### config.mk
export PLATFORM = sky130hd
export DESIGN_NAME = tx_wmark_fifo
export DESIGN_NICKNAME = d
export VERILOG_FILES = /design/src/rtl/txq_pkg.sv /design/src/rtl/txq_store.sv /design/src/rtl/txq_wmark.sv /design/src/rtl/tx_wmark_fifo.sv
export SDC_FILE = /design/constraint.sdc
export NUM_CORES = 1
export LEC_CHECK = 0
export ABC_AREA = 1
export BUFFER_PORTS_ARGS = -buffer_cell sky130_fd_sc_hd__clkbuf_2
export CAP_MARGIN = 20
export CORE_MARGIN = 2
export CORE_UTILIZATION = 33
export CTS_CLUSTER_SIZE = 25
export DETAILED_ROUTE_END_ITERATION = 6
export PLACE_DENSITY_LB_ADDON = 0.08
export SLEW_MARGIN = 30
export SYNTH_ARGS = -nofsm -noshare
export SYNTH_HDL_FRONTEND = slang
export SYNTH_SLANG_ARGS = --single-unit
export TNS_END_PERCENT = 1
### constraint.sdc
create_clock -name clk -period 1.68 [get_ports clk]
set_input_delay 0.336 -clock clk [delete_from_list [all_inputs] [get_ports clk]]
set_output_delay 0.336 -clock clk [all_outputs]
set_load 0.1 [all_outputs]
### src/rtl/txq_pkg.sv
package txq_pkg;
  localparam int unsigned TXQ_BYTE_W = 8;
  localparam int unsigned TXQ_BUS_W  = 32;
  typedef logic [TXQ_BYTE_W-1:0] txq_byte_t;
endpackage

### src/rtl/txq_store.sv
module txq_store
  import txq_pkg::*;
#(
  parameter int unsigned DEPTH = 16
) (
  input  logic                       clk,
  input  logic                       rst_n,
  input  logic                       push_valid,
  input  txq_byte_t                  push_data,
  input  logic                       pop_req,
  output txq_byte_t                  pop_data,
  output logic [$clog2(DEPTH):0]     level,
  output logic                       full,
  output logic                       empty
);
  localparam int unsigned AW = $clog2(DEPTH);
  localparam int unsigned CW = AW + 1;
  localparam logic [CW-1:0] FULL_CNT = CW'(DEPTH);

  txq_byte_t         mem [DEPTH];
  logic [AW-1:0]     wptr_q, wptr_d;
  logic [AW-1:0]     rptr_q, rptr_d;
  logic [CW-1:0]     cnt_q, cnt_d;
  logic              push_ok, pop_ok;

  assign full    = (cnt_q == FULL_CNT);
  assign empty   = (cnt_q == '0);
  assign push_ok = push_valid & ~full;
  assign pop_ok  = pop_req & ~empty;

  always_comb begin
    wptr_d = wptr_q;
    rptr_d = rptr_q;
    cnt_d  = cnt_q;
    if (push_ok) wptr_d = wptr_q + 1'b1;
    if (pop_ok)  rptr_d = rptr_q + 1'b1;
    case ({push_ok, pop_ok})
      2'b10:   cnt_d = cnt_q + 1'b1;
      2'b01:   cnt_d = cnt_q - 1'b1;
      default: cnt_d = cnt_q;
    endcase
  end

  always_ff @(posedge clk or negedge rst_n) begin
    if (!rst_n) begin
      wptr_q <= '0;
      rptr_q <= '0;
      cnt_q  <= '0;
    end else begin
      wptr_q <= wptr_d;
      rptr_q <= rptr_d;
      cnt_q  <= cnt_d;
    end
  end

  always_ff @(posedge clk) begin
    if (push_ok) mem[wptr_q] <= push_data;
  end

  assign pop_data = empty ? '0 : mem[rptr_q];
  assign level    = cnt_q;

  assert_no_overflow_R3: assert property (@(posedge clk) disable iff (!rst_n)
    cnt_q <= FULL_CNT);

  assert_full_push_drop_R3: assert property (@(posedge clk) disable iff (!rst_n)
    (full && push_valid && !pop_req) |=> $stable(cnt_q));

  assert_empty_pop_hold_R4: assert property (@(posedge clk) disable iff (!rst_n)
    (empty && pop_req && !push_valid) |=> (cnt_q == '0));

  assert_pair_steady_R5: assert property (@(posedge clk) disable iff (!rst_n)
    (!full && !empty && push_valid && pop_req) |=> $stable(cnt_q));

  assert_full_pair_R9: assert property (@(posedge clk) disable iff (!rst_n)
    (full && push_valid && pop_req) |=> (cnt_q == FULL_CNT - 1'b1));
endmodule

### src/rtl/txq_wmark.sv
module txq_wmark
  import txq_pkg::*;
#(
  parameter int unsigned DEPTH = 16
) (
  input  logic                       clk,
  input  logic                       rst_n,
  input  logic                       wr_en,
  input  logic [TXQ_BUS_W-1:0]       wr_data,
  input  logic [$clog2(DEPTH):0]     level,
  output logic [TXQ_BUS_W-1:0]       rd_data,
  output logic                       below
);
  localparam int unsigned AW = $clog2(DEPTH);

  logic [AW-1:0] thr_q, thr_d;

  always_comb begin
    thr_d = thr_q;
    if (wr_en) thr_d = wr_data[AW-1:0];
  end

  always_ff @(posedge clk or negedge rst_n) begin
    if (!rst_n) thr_q <= AW'(1);
    else        thr_q <= thr_d;
  end

  assign rd_data = {{(TXQ_BUS_W-AW){1'b0}}, thr_q};
  assign below   = (level < {1'b0, thr_q});

  assert_thr_load_R8: assert property (@(posedge clk) disable iff (!rst_n)
    wr_en |=> (rd_data[AW-1:0] == $past(wr_data[AW-1:0])));
endmodule

### src/rtl/tx_wmark_fifo.sv
module tx_wmark_fifo
  import txq_pkg::*;
#(
  parameter int unsigned DEPTH = 16
) (
  input  logic                       clk,
  input  logic                       rst_n,
  input  logic                       push_valid,
  input  logic [7:0]                 push_data,
  input  logic                       pop_req,
  output logic [7:0]                 pop_data,
  input  logic                       thr_we,
  input  logic [31:0]                thr_wdata,
  output logic [31:0]                thr_rdata,
  output logic [$clog2(DEPTH):0]     level,
  output logic                       full,
  output logic                       empty,
  output logic                       below_thr
);
  logic [1:0] rst_pipe_q;
  logic       rst_sync_n;

  always_ff @(posedge clk or negedge rst_n) begin
    if (!rst_n) rst_pipe_q <= 2'b00;
    else        rst_pipe_q <= {rst_pipe_q[0], 1'b1};
  end
  assign rst_sync_n = rst_pipe_q[1];

  txq_store #(.DEPTH(DEPTH)) u_store (
    .clk        (clk),
    .rst_n      (rst_sync_n),
    .push_valid (push_valid),
    .push_data  (push_data),
    .pop_req    (pop_req),
    .pop_data   (pop_data),
    .level      (level),
    .full       (full),
    .empty      (empty)
  );

  txq_wmark #(.DEPTH(DEPTH)) u_wmark (
    .clk     (clk),
    .rst_n   (rst_sync_n),
    .wr_en   (thr_we),
    .wr_data (thr_wdata),
    .level   (level),
    .rd_data (thr_rdata),
    .below   (below_thr)
  );
endmodule

Yosys cells after proc, flatten, opt, wreduce, memory -nomap -nowiden
Memory sizes are Yosys's and may differ from the RTL's.
Cells that the tools add are included.
- equality and inequality tests: 3
- mux-type cells: 4
- bitwise operators: 4
- order comparisons: 1
- $add $sub $neg: 4
- reduce and logical (&&, ||, !) cells: 2
- operators with widths (operator ; count):
    5-bit case mux with 2 select lines ; 1
    4-bit by 1-bit adder with 4-bit output, second input constant ; 2
    8-bit two-way mux ; 1
    5-bit by 1-bit adder with 5-bit output, second input constant ; 1
    5-bit equality test, second input constant ; 1
    5-bit zero test ; 1
    5-bit by 4-bit less-than comparator with 1-bit output ; 1
    5-bit by 1-bit subtractor with 5-bit output, second input constant ; 1
    1-bit bitwise AND ; 2
    2-bit by 1-bit equality test with 1-bit output, second input constant ; 1
    2-bit equality test, second input constant ; 1
    1-bit two-way mux ; 2
    1-bit NOT ; 2
    2-bit nonzero test ; 1
- RAM bits: 128
- flip-flop bits (word level): 19
- memories: 1
- memory list (name ; words ; width ; read ports ; clocked after memory_dff ; wr ports ; RTL line ; text):
    u_store.mem ; 16 ; 8 ; 1 ; 0 ; 1 ; txq_store.sv:20 ; txq_byte_t mem [DEPTH];

Logic depth before layout (Yosys ltp)
- depth in word-level cells: 5
- gate-level depth with buffers: 15
- mapped depth without buffers: 15

Modules after synthesis
Synthesis repeated with hierarchy kept, for this count alone.
- cell total of the unflattened synthesis: 610
- area total of the unflattened synthesis: 6591.3 µm²
- by module, submodules not included (module ; area an instance (µm²) ; instances ; cells an instance):
    txq_store ; 6084.6 ; 1 ; 546
    txq_wmark ; 452.9 ; 1 ; 61
    tx_wmark_fifo ; 53.8 ; 1 ; 3

Least setup slack after synthesis
Ideal clock, no wire load.
- path type: register to register
- from: register u_store.cnt_q[4], in the netlist u_store.level[4]
- to: register u_store.cnt_q[4], in the netlist u_store.level[4]
- library setup time: 0.120 ns
- data arrival time: 3.510 ns
- path slack: -1.950 ns
- buffers on the path: 1
- period minus slack after synthesis: 3.630 ns
- stages on the path, launching flop included: 14
- cell sequence: dfrtp_1 -> inv_1 -> nor2_2 -> inv_2 -> nand2_4 -> buf_4 -> ha_1 -> xor2_1 -> ha_1 -> a21o_1 -> nand3_1 -> nand3_1 -> nand3_1 -> nand2_1
- longest elaborated chain between the ends: 5
- elaborated cells between the ends (all ways): 12
- classes of those cells: add/sub: 2; eq/ne: 3; mux: 1; bitwise: 4; reduce/logical: 2
- RTL lines (item ; RTL line ; text):
    from (decl) ; txq_store.sv:23 ; logic [CW-1:0] cnt_q, cnt_d;
    from (signal assigned) ; txq_store.sv:52 ; cnt_q <= cnt_d;
    5-bit equality test * ; txq_store.sv:26 ; assign full = (cnt_q == FULL_CNT);
    net full ; tx_wmark_fifo.sv:16 ; output logic full,
    1-bit NOT * ; txq_store.sv:28 ; assign push_ok = push_valid & ~full;
    1-bit bitwise AND * ; txq_store.sv:28 ;
    2-bit by 1-bit equality test with 1-bit output or 2-bit equality test (tied branches) ; txq_store.sv:37 ; case ({push_ok, pop_ok})
    5-bit case mux with 2 select lines or 2-bit nonzero test (tied branches) ; -- ;
The timed path passes the listed nets; every way through them passes the cells marked *.
A chain may end at the register's enable or synchronous reset.

Worst setup path in the final report
- from: register u_store.rptr_q[0]
- to: output port pop_data[6]
- longest elaborated chain between the ends: 2
- RTL lines (item ; RTL line ; text):
    from (decl) ; txq_store.sv:22 ; logic [AW-1:0] rptr_q, rptr_d;
    from (signal assigned) ; txq_store.sv:51 ; rptr_q <= rptr_d;
    memory read 16 x 8 bit ; -- ;
    8-bit two-way mux ; txq_store.sv:60 ; assign pop_data = empty ? '0 : mem[rptr_q];
    to (decl) ; tx_wmark_fifo.sv:11 ; output logic [7:0] pop_data,
No other way between the ends.

==> results.md <==
* Worst Tran Pin Value at 0.621 ns
* Tcrit/Tclk final at 142%
* Fin worst setup slack at -0.713 ns
* Top FF cell, synth: edfxtp_1
* Async SR Flop Fraction at approximately 13%
* Post-DP Area at 7570 um^2
* Die footprint at 21100 um^2
* Port-buffer cells at 36
* VDD IR-drop max at approximately 1.2 mV
* Max-cap violations at 0
* I/O pin count at between 90 and 100
* Fmax at 418 MHz
* First-pass GRT wire length at 25300 um
* Yosys warns at 0
* Initial DRC count at 325
* Status: finished with violations
* Yosys reg bits at 147
* Final Instance Area at approximately 8800 um^2
* Comb pwr share at 54.2%
* Setup Skew at between 0.006 and 0.007 ns
* Commonest non-fill, non-tap cell in the layout: nand2_1
* Critical Path Most Common Cell: nand2_1
* Critical Path AT at 2.06 ns
* Final ANT Viol Nets at 0
* Slew headroom at between 50 and 60%
* Pre-CTS setup slack at -0.548 ns
* CORE AREA at 19500 um^2
* Sw Ratio at between 40% and 50%
* GR Overflow Total at 0
* RD Place Congestion at approximately 0.76
* Pin count of the biggest net entering global routing at 47
* Sequential area share after synthesis at between 60% and 70%
* Drt drc at 0
* Unrepaired setup endpoints after global routing: yes
* # rows at 51
* TritonCTS Sinks at 147
* Final-report hold violation count at 0
* Final WL at ~17000 um
* Via density per instance at 4.63
* Crit start category: flip-flop
* Most frequent cells in the layout: 191 x nand2_1, 128 x edfxtp_1, 92 x nand3_1
* Syn Std Cell Area at 6580 um^2
* Slew Viols, Final at 0
* Psw at 8.26 mW
* Drt pass-1 iters at 5
* Layout cell share with drive strength beyond 1 at 28.3%
* CTS H-tree depth at 4
* Crit Path Category: flip-flop to output port
* Final cell count without fillers at a little under 1000
* Clk root buf: clkbuf_16
* WHS at 0.126 ns
* CTS clk-pin slew, worst paths at 0.06 ns
* # diodes at 0
* Nets at 753
* Syn_area_per_cell at 10.9 um^2
* Cell-by-cell trace of the critical path: buf_12, clkbuf_16, nand2_1, nand3_1, nand3_1, nand2_1, nand2_1, a21oi_2, buf_12
* Synth unique cells at 29
* EDFF count, synth at 128
* Cell Int Power at 10.8 mW
* CTS Buffer Depth at 2
* Final setup violation count at 16
* Final setup TNS at -7.93 ns
* Min Tclk post-route at 2.39 ns
* Slowest CP cell: dfrtp_2
* GRT Overall Usage at 15.9%
* Initial antenna violation count at 0
* Violated checks: setup timing
* Total CTS buffers at 17
* Leak Pwr at 3.44 nW
* Post-DP HPWL at 10700 um
* Core Util, Final at 44.9%
* Required time of the critical path at 1.34 ns
* Clock share of power at 21.0%
* Die width at 145 um
* Worst hold path type: primary input to flip-flop
* Dpl cells at between 900 and 1000
* Initial Utilization at 33.7%
* Total power at 19.1 mW
* Crit. End Element: output port
* Fillers at between 1500 and 2000
* Highest net fanout along the worst path at 6
* Die Span Y at 145 um
* Clock insertion delay at the later pin of the skew report at a little over 0.4 ns
* Cells after synthesis at a little over 600
* Area grow syn2layout at 33.1%
* Power Density at 2180 nW/um^2
* Vias at 4510
* Vias in the first global route at 4291
* Critical Path Max Stage Delay at a little over 0.5 ns
* CTS tree: built
* Seq pwr share at 24.8%
* Wirelength per Cell at around 18 um
worst paths after layout:
check / from / to / slack [ns] / cells past startpoint
setup / recovery: u_store.rptr_q[0] / pop_data[6] / -0.71 / 9
hold / removal: thr_wdata[3] / u_wmark.thr_q[3] / 0.13 / 3
setup reg to reg: u_store.level[0] / u_store.level[4] / -0.44 / 15
hold reg to reg: rst_pipe_q[1] / u_store.wptr_q[0] / 0.25 / 0
max in group asynchronous: rst_pipe_q[1] / u_store.rptr_q[0] / 0.89 / 1
min in group asynchronous: rst_n / rst_pipe_q[0] / 0.24 / 2
synth_stat cells, drive strengths merged (2+ instances only):
| master | number | area, um^2 |
|---|---|---|
| buf | 51 | 378 |
| dfrtp | 18 | 450 |
| conb | 2 | 7.51 |
| nor2 | 20 | 85.1 |
| nor3 | 3 | 15.0 |
| ha | 12 | 150 |
| inv | 25 | 93.8 |
| xor2 | 7 | 61.3 |
| edfxtp | 128 | 3840 |
| clkbuf | 3 | 11.3 |
| xnor2 | 2 | 17.5 |
| a21oi | 11 | 55.1 |
| nand3 | 109 | 556 |
| o21ai | 10 | 50.0 |
| nand2 | 198 | 753 |
power by group through the flow:
stage	combinational, mW	clock [mW]	sequential [mW]
3_5_place_dp	9.15	0	4.77
6_report	10.3	4.01	4.74
3_3_place_gp	9.11	0	4.76
4_1_cts	9.50	4.07	4.72
5_1_grt	11.0	4.24	4.78
2_1_floorplan	5.41	0	5.28
registers in the layout (all words and copies together) (netlist names):
register	count
u_store.mem	128
u_store.level	5
u_store.rptr_q	4
u_store.wptr_q	4
u_wmark.thr_q	4
rst_pipe_q	2
timing repair:
item	CTS	global route
hold endpoints to repair	2	0
gates cloned	1	7
pin swaps	9	12
gates resized for setup	38	47
endpoints found under the setup margin	147	105
hold buffers	1	0
buffers inserted	0	1
area by class of cell:
class | count | area (um^2) | share of cell area (%)
clock buffers | 19 | 433 | 4.94
clock inverters | 13 | 189 | 2.16
inverters | 25 | 109 | 1.24
multi-input cells | 405 | 2220 | 25.3
flip-flops and latches | 147 | 4330 | 49.5
well taps | 265 | 332 | 3.79
repair buffers | 100 | 1150 | 13.1
worst max-delay path: cells and delay by family, from the launching register on:
| kind | cells | cell delay (ns) |
|---|---|---|
| buf+inv | 3 | 0.50 |
| flops | 1 | 0.51 |
| simple gates | 5 | 0.41 |
| compound gates | 1 | 0.21 |
cell families (layout without fill, tap and decap cells):
group	count (synthesis)	count (layout)	synth area share, %
DFF	147	147	65.6
buffers and inverters	79	157	7.34
AOI/OAI and AO/OA	24	24	1.94
adders and majority gates	12	12	2.28
and+or+nand+nor	331	331	21.5
other	2	29	0.114
xor gates and xnor gates	9	9	1.20
per-layer routing:
layer  global-route usage (%)  wire length [um]
met1                     22.3              8110
met2                     25.2              8350
met3                     3.08               608
met4                     4.17                99
met5                        0                 0
Note: power is estimated with default switching activity, not from simulation.
